## config.mk

```make
export PLATFORM = sky130hd
export DESIGN_NAME = pit_timer_bank
export DESIGN_NICKNAME = d
export VERILOG_FILES = /design/src/rtl/pit_pkg.sv /design/src/rtl/pit_regs.sv /design/src/rtl/pit_channel.sv /design/src/rtl/pit_timer_bank.sv
export SDC_FILE = /design/constraint.sdc
export NUM_CORES = 1
export LEC_CHECK = 0
export BUFFER_PORTS_ARGS = -buffer_cell sky130_fd_sc_hd__buf_2
export CORE_ASPECT_RATIO = 0.9
export CORE_UTILIZATION = 40
export DETAILED_ROUTE_END_ITERATION = 8
export PLACE_DENSITY = 0.65
export SETUP_SLACK_MARGIN = 0.05
export SYNTH_ARGS = -nofsm -noshare
export SYNTH_HDL_FRONTEND = slang
export SYNTH_SLANG_ARGS = --single-unit
export TNS_END_PERCENT = 20
```

## constraint.sdc

```tcl
create_clock -name clk -period 3.8 [get_ports clk]
set_input_delay 0.57 -clock clk [delete_from_list [all_inputs] [get_ports clk]]
set_output_delay 0.57 -clock clk [all_outputs]
set_load 0.005 [all_outputs]
```

## src/rtl/pit_pkg.sv

```systemverilog
package pit_pkg;

    typedef enum logic [0:0] {
        CH_IDLE = 1'b0,
        CH_RUN  = 1'b1
    } ch_state_e;

    localparam int unsigned REG_CTRL   = 0;
    localparam int unsigned CTRL_OFF   = 0;
    localparam int unsigned CH_BASE    = 4;
    localparam int unsigned CH_STRIDE  = 4;
    localparam int unsigned OFS_RELOAD = 0;
    localparam int unsigned OFS_VALUE  = 1;
    localparam int unsigned OFS_CFG    = 2;
    localparam int unsigned OFS_FLAG   = 3;
    localparam int unsigned CFG_RUN    = 0;
    localparam int unsigned CFG_IE     = 1;
    localparam int unsigned CFG_CHAIN  = 2;

endpackage

```

## src/rtl/pit_regs.sv

```systemverilog
module pit_regs
    import pit_pkg::*;
#(
    parameter int unsigned NCH    = 4,
    parameter int unsigned CNT_W  = 32,
    parameter int unsigned ADDR_W = 5,
    parameter int unsigned DATA_W = 32
) (
    input  logic                        clk,
    input  logic                        rst_n,
    input  logic                        bus_sel,
    input  logic                        bus_wr,
    input  logic [ADDR_W-1:0]           bus_addr,
    input  logic [DATA_W-1:0]           bus_wdata,
    output logic [DATA_W-1:0]           bus_rdata,
    output logic                        off_q,
    output logic [NCH-1:0][CNT_W-1:0]   reload_q,
    output logic [NCH-1:0]              run_q,
    output logic [NCH-1:0]              ie_q,
    output logic [NCH-1:0]              chain_q,
    output logic [NCH-1:0]              flag_clr,
    input  logic [NCH-1:0][CNT_W-1:0]   live_cnt,
    input  logic [NCH-1:0]              flag_q
);

    logic wr_stb;
    logic [NCH-1:0][DATA_W-1:0] ch_rd;
    logic [NCH-1:0]             ch_hit;

    assign wr_stb = bus_sel && bus_wr;

    always_ff @(posedge clk or negedge rst_n) begin
        if (!rst_n) begin
            off_q <= 1'b1;
        end else if (wr_stb && bus_addr == ADDR_W'(REG_CTRL)) begin
            off_q <= bus_wdata[CTRL_OFF];
        end
    end

    for (genvar n = 0; n < NCH; n++) begin : g_ch
        localparam int unsigned BASE = CH_BASE + CH_STRIDE * n;
        logic hit_reload, hit_cfg, hit_flag, hit_value;

        assign hit_reload = bus_addr == ADDR_W'(BASE + OFS_RELOAD);
        assign hit_value  = bus_addr == ADDR_W'(BASE + OFS_VALUE);
        assign hit_cfg    = bus_addr == ADDR_W'(BASE + OFS_CFG);
        assign hit_flag   = bus_addr == ADDR_W'(BASE + OFS_FLAG);
        assign ch_hit[n]  = hit_reload || hit_value || hit_cfg || hit_flag;

        always_ff @(posedge clk or negedge rst_n) begin
            if (!rst_n) begin
                reload_q[n] <= '0;
                run_q[n]    <= 1'b0;
                ie_q[n]     <= 1'b0;
                chain_q[n]  <= 1'b0;
            end else begin
                if (wr_stb && hit_reload) begin
                    reload_q[n] <= bus_wdata[CNT_W-1:0];
                end
                if (wr_stb && hit_cfg) begin
                    run_q[n]   <= bus_wdata[CFG_RUN];
                    ie_q[n]    <= bus_wdata[CFG_IE];
                    chain_q[n] <= bus_wdata[CFG_CHAIN];
                end
            end
        end

        assign flag_clr[n] = wr_stb && hit_flag && bus_wdata[0];

        always_comb begin
            ch_rd[n] = '0;
            if (hit_reload) begin
                ch_rd[n] = DATA_W'(reload_q[n]);
            end else if (hit_value) begin
                ch_rd[n] = DATA_W'(live_cnt[n]);
            end else if (hit_cfg) begin
                ch_rd[n][CFG_RUN]   = run_q[n];
                ch_rd[n][CFG_IE]    = ie_q[n];
                ch_rd[n][CFG_CHAIN] = chain_q[n];
            end else if (hit_flag) begin
                ch_rd[n][0] = flag_q[n];
            end
        end
    end

    always_comb begin
        bus_rdata = '0;
        if (bus_addr == ADDR_W'(REG_CTRL)) begin
            bus_rdata[CTRL_OFF] = off_q;
        end
        for (int n = 0; n < NCH; n++) begin
            if (ch_hit[n]) begin
                bus_rdata = ch_rd[n];
            end
        end
    end

endmodule

```

## src/rtl/pit_channel.sv

```systemverilog
module pit_channel
    import pit_pkg::*;
#(
    parameter int unsigned CNT_W = 32
) (
    input  logic             clk,
    input  logic             rst_n,
    input  logic             off,
    input  logic             run,
    input  logic             tick,
    input  logic [CNT_W-1:0] reload,
    input  logic             flag_clr,
    output logic [CNT_W-1:0] cnt,
    output logic             flag,
    output logic             trig,
    output logic             active
);

    ch_state_e st, nxt;
    logic      expire;

    always_comb begin
        nxt = st;
        unique case (st)
            CH_IDLE: if (!off && run) nxt = CH_RUN;   // start
            CH_RUN:  if (off || !run) nxt = CH_IDLE;  // stop
        endcase
    end

    always_ff @(posedge clk or negedge rst_n) begin
        if (!rst_n) st <= CH_IDLE;
        else        st <= nxt;
    end

    assign expire = (st == CH_RUN) && (nxt == CH_RUN) && tick && (cnt == '0);
    assign active = (st == CH_RUN);

    always_ff @(posedge clk or negedge rst_n) begin
        if (!rst_n) begin
            cnt  <= '0;
            flag <= 1'b0;
            trig <= 1'b0;
        end else begin
            if (st == CH_IDLE && nxt == CH_RUN) begin
                cnt <= reload;
            end else if (st == CH_RUN && nxt == CH_RUN && tick) begin
                cnt <= (cnt == '0) ? reload : cnt - 1'b1;
            end
            trig <= expire;
            if (expire)        flag <= 1'b1;
            else if (flag_clr) flag <= 1'b0;
        end
    end

endmodule

```

## src/rtl/pit_timer_bank.sv

```systemverilog
module pit_timer_bank
    import pit_pkg::*;
#(
    parameter int unsigned NCH    = 4,
    parameter int unsigned CNT_W  = 32,
    parameter int unsigned ADDR_W = 5,
    parameter int unsigned DATA_W = 32
) (
    input  logic              clk,
    input  logic              rst_n,
    input  logic              bus_sel,
    input  logic              bus_wr,
    input  logic [ADDR_W-1:0] bus_addr,
    input  logic [DATA_W-1:0] bus_wdata,
    output logic [DATA_W-1:0] bus_rdata,
    output logic [NCH-1:0]    trig_o,
    output logic [NCH-1:0]    irq_o
);

    logic                      off_q;
    logic [NCH-1:0][CNT_W-1:0] ch_reload;
    logic [NCH-1:0][CNT_W-1:0] ch_cnt;
    logic [NCH-1:0]            ch_run, ch_ie, ch_chain, ch_flag, ch_clr;
    logic [NCH-1:0]            ch_tick, ch_active;

    pit_regs #(
        .NCH(NCH), .CNT_W(CNT_W), .ADDR_W(ADDR_W), .DATA_W(DATA_W)
    ) u_regs (
        .clk(clk), .rst_n(rst_n),
        .bus_sel(bus_sel), .bus_wr(bus_wr), .bus_addr(bus_addr),
        .bus_wdata(bus_wdata), .bus_rdata(bus_rdata),
        .off_q(off_q), .reload_q(ch_reload), .run_q(ch_run),
        .ie_q(ch_ie), .chain_q(ch_chain), .flag_clr(ch_clr),
        .live_cnt(ch_cnt), .flag_q(ch_flag)
    );

    for (genvar n = 0; n < NCH; n++) begin : g_ch
        if (n == 0) begin : g_base
            assign ch_tick[n] = 1'b1;
        end else begin : g_link
            assign ch_tick[n] = ch_chain[n] ? trig_o[n-1] : 1'b1;
        end

        pit_channel #(.CNT_W(CNT_W)) u_ch (
            .clk(clk), .rst_n(rst_n),
            .off(off_q), .run(ch_run[n]), .tick(ch_tick[n]),
            .reload(ch_reload[n]), .flag_clr(ch_clr[n]),
            .cnt(ch_cnt[n]), .flag(ch_flag[n]), .trig(trig_o[n]),
            .active(ch_active[n])
        );
    end

    assign irq_o = ch_flag & ch_ie;

endmodule

```

==> metrics.txt <==
R2R Setup Slk 0.59 ns; DR pass1 iterations 9; die height 192.6 um; GR Util All Layers 28.17%; share of cells above drive strength 1 20.99%; gpl congestion 0.9632; Final Skew 0.02378 ns; R2R Path End g_ch[2].u_ch.cnt[5]; Post-Syn Instances 1684; port bufs 80; Setup crit end g_ch[2].u_ch.cnt[5]; warnings from Yosys 0; R2R cell count 9; Syn-to-layout area delta 14.04%; WS Path Type flop to flop; most frequent cell after synthesis dfrtp_1; Fin Setup TNS 0 ns; ys flop type dfrtp_1; initial antenna violation count 2; Setup Viol. Count Final 0; largest cells by area after synthesis dfrtp_1 43%, mux2_2 9.8%, mux2i_1 3.8%; fraction of registers with async set/reset 100.0%; max-cap viol count 0; RSZ-0062 raised after global routing false; Synth top area share 43.38%; slew at the pin closest to its max-slew limit 1.176 ns; Fin. Hold Viols 0; Core ar. 39630 um^2; Initial Utilization 40.76%; CP Data Required Time 4.17 ns; Peak supply drop 0.2982 mV; HP Class input port to asynchronous set/reset pin; Post-DP HPWL 40890 um; Placed Cells 2226; cell area after synthesis 16150 um^2; status complete, but fails checks; FF+latch count, synth 281; pwr dens 585.8 nW/um^2; post-synth cell types 74; startpoint types flop; Die ar. 41190 um^2; clock sinks 281; first-pass GRT wire length 87550 um; Clock Pin Slew Worst Setup and Hold Paths 0.06 ns; CTS tree yes; Tmin final 3.212 ns; DRT Wirelength 56990 um; grt ovf 0; Num CTS Buffers 34; ANT nets after route 0; Arr. time, crit path 3.58 ns; Final Cell Area 18420 um^2; # Post-CTS Setup Buffers 0; Commonest cells post-synth 280 x dfrtp_1, 141 x mux2_2, 115 x nor2_1, 100 x o21ai_0, 98 x clkbuf_1; fin crit share 84.54%; I/O Pins 81; worst-path fanout max 23; vias in the first global route 13990; placed inst area 17250 um^2; die width 213.8 um; cts repair resizes 0; DR iter-0 viols 1936; post-synthesis sequential area ratio 43.54%; Layout Nets 1779; CP Launch Point g_ch[2].u_ch.cnt[0]; DRC Markers 7; failing checks design-rule violations; clk_lat worst skew 0.54 ns; Site Rows 69; Non-Filler Instances 2286; number of synthesized flops with an enable pin 0; WHS 0.03613 ns; Max-slew headroom 21.40%; CTS Root Cell clkbuf_16; Via Count 14830; wire per inst 24.93 um; hold_buf cts 0; largest net degree at the start of global routing 104; syn avg cell area 9.592 um^2; fmax 311.3 MHz; H-tree depth 2; syn nets 1733; vias per cell 6.488; type of element capturing the critical path flop; Slew Viols, Final 0; Clock Tree Buf Depth 3; top cell type by total area after synthesis dfrtp_1; Reg-to-Reg Start g_ch[2].u_ch.cnt[0]; Static Leak 7.888 nW
## cell usage in the layout (no fill, tap or decap), drive strengths merged, types with 12 or more instances in the layout
cell,netlist,layout
o21a,12,12
and3,13,13
mux2i,62,62
nand3,91,91
dfrtp,280,280
nor4,44,44
or3,18,18
nor2,115,115
o21ai,110,110
a21oi,94,94
buf,25,133
clkbuf,98,50
a221oi,28,28
or4,28,28
a22oi,75,75
nand2,97,97
o22a,13,13
inv,39,40
mux2,141,141
a2bb2oi,27,27
nor3,66,66
nand2b,13,13
nand4,36,36
a31oi,22,22
## power by group
part / internal (mW) / switching, mW
clock: 2.13 / 1.34
combinational: 1.09 / 1.47
sequential: 3.69 / 1.06
## worst min path at each step
| stage | start | to | slack [ns] | cells after the start |
|---|---|---|---|---|
| after floorplan | rst_n | g_ch[0].u_ch.active | 0.27 | 0 |
| after global placement | u_regs.chain_q[0] | u_regs.chain_q[0] | 0.50 | 1 |
| after detailed placement | u_regs.chain_q[0] | u_regs.chain_q[0] | 0.50 | 1 |
| after CTS | rst_n | g_ch[1].u_ch.cnt[5] | 0.11 | 1 |
| after global routing | rst_n | g_ch[1].u_ch.cnt[2] | 0.12 | 1 |
| final | rst_n | g_ch[1].u_ch.cnt[2] | 0.04 | 1 |
## kinds of logic (layout without fill, tap and decap cells)
group,after synthesis,in the layout,share of synthesized area [%]
buf+inv,162,231,4.098
flops,281,281,43.54
fa+ha+maj,8,8,0.6197
compound gates,467,467,19.54
mux,207,207,14.23
other cells,0,1,0
simple gates,559,559,17.97
## per-layer routing
layer / GRT usage [%] / routed length, um
met5: 0 / 18
met2: 42.97 / 25480
met1: 40.58 / 25160
met4: 9.066 / 1560
met3: 4.508 / 4770
## layout make-up
| cell class | instances | area [um^2] |
|---|---|---|
| diodes | 1 | 2.502 |
| clock buffers | 50 | 1022 |
| clock inverters | 9 | 148.9 |
| fillers | 3695 | 21210 |
| inverters | 39 | 146.4 |
| multi-input cells | 1241 | 8556 |
| flip-flops and latches | 281 | 7033 |
| well taps | 532 | 665.6 |
| repair buffers | 133 | 845.8 |
## registers in the layout (all words and copies together) (netlist names)
signal            count
u_regs.off_q          1
g_ch.u_ch.active      4
g_ch.u_ch.trig        4
g_ch.u_ch.cnt       128
u_regs.reload_q     128
u_regs.run_q          4
g_ch.u_ch.flag        4
u_regs.chain_q        4
u_regs.ie_q           4
## worst max-delay path, stage by stage (launching register included)
cell and delay, ns:
dfrtp_1 0.44, inv_1 0.15, ha_1 0.20, or4b_2 0.60, nor4_1 0.34, and3_1 0.45
nor2_2 0.24, buf_4 0.33, o21ai_0 0.20, a22oi_1 0.11
## stage by stage
stage | total power, mW | utilization, % | setup slack, ns
detailed placement | 7.273 | 43.52 | 0.6512
global route | 11.30 | 46.48 | 0.3457
floorplan | 6.234 | - | 0.8386
finish | 10.79 | 46.48 | 0.5876
CTS | 10.76 | 46.48 | 0.6383
global placement | 7.197 | 43.52 | 0.6777
Note: power is estimated with default switching activity, not from simulation.
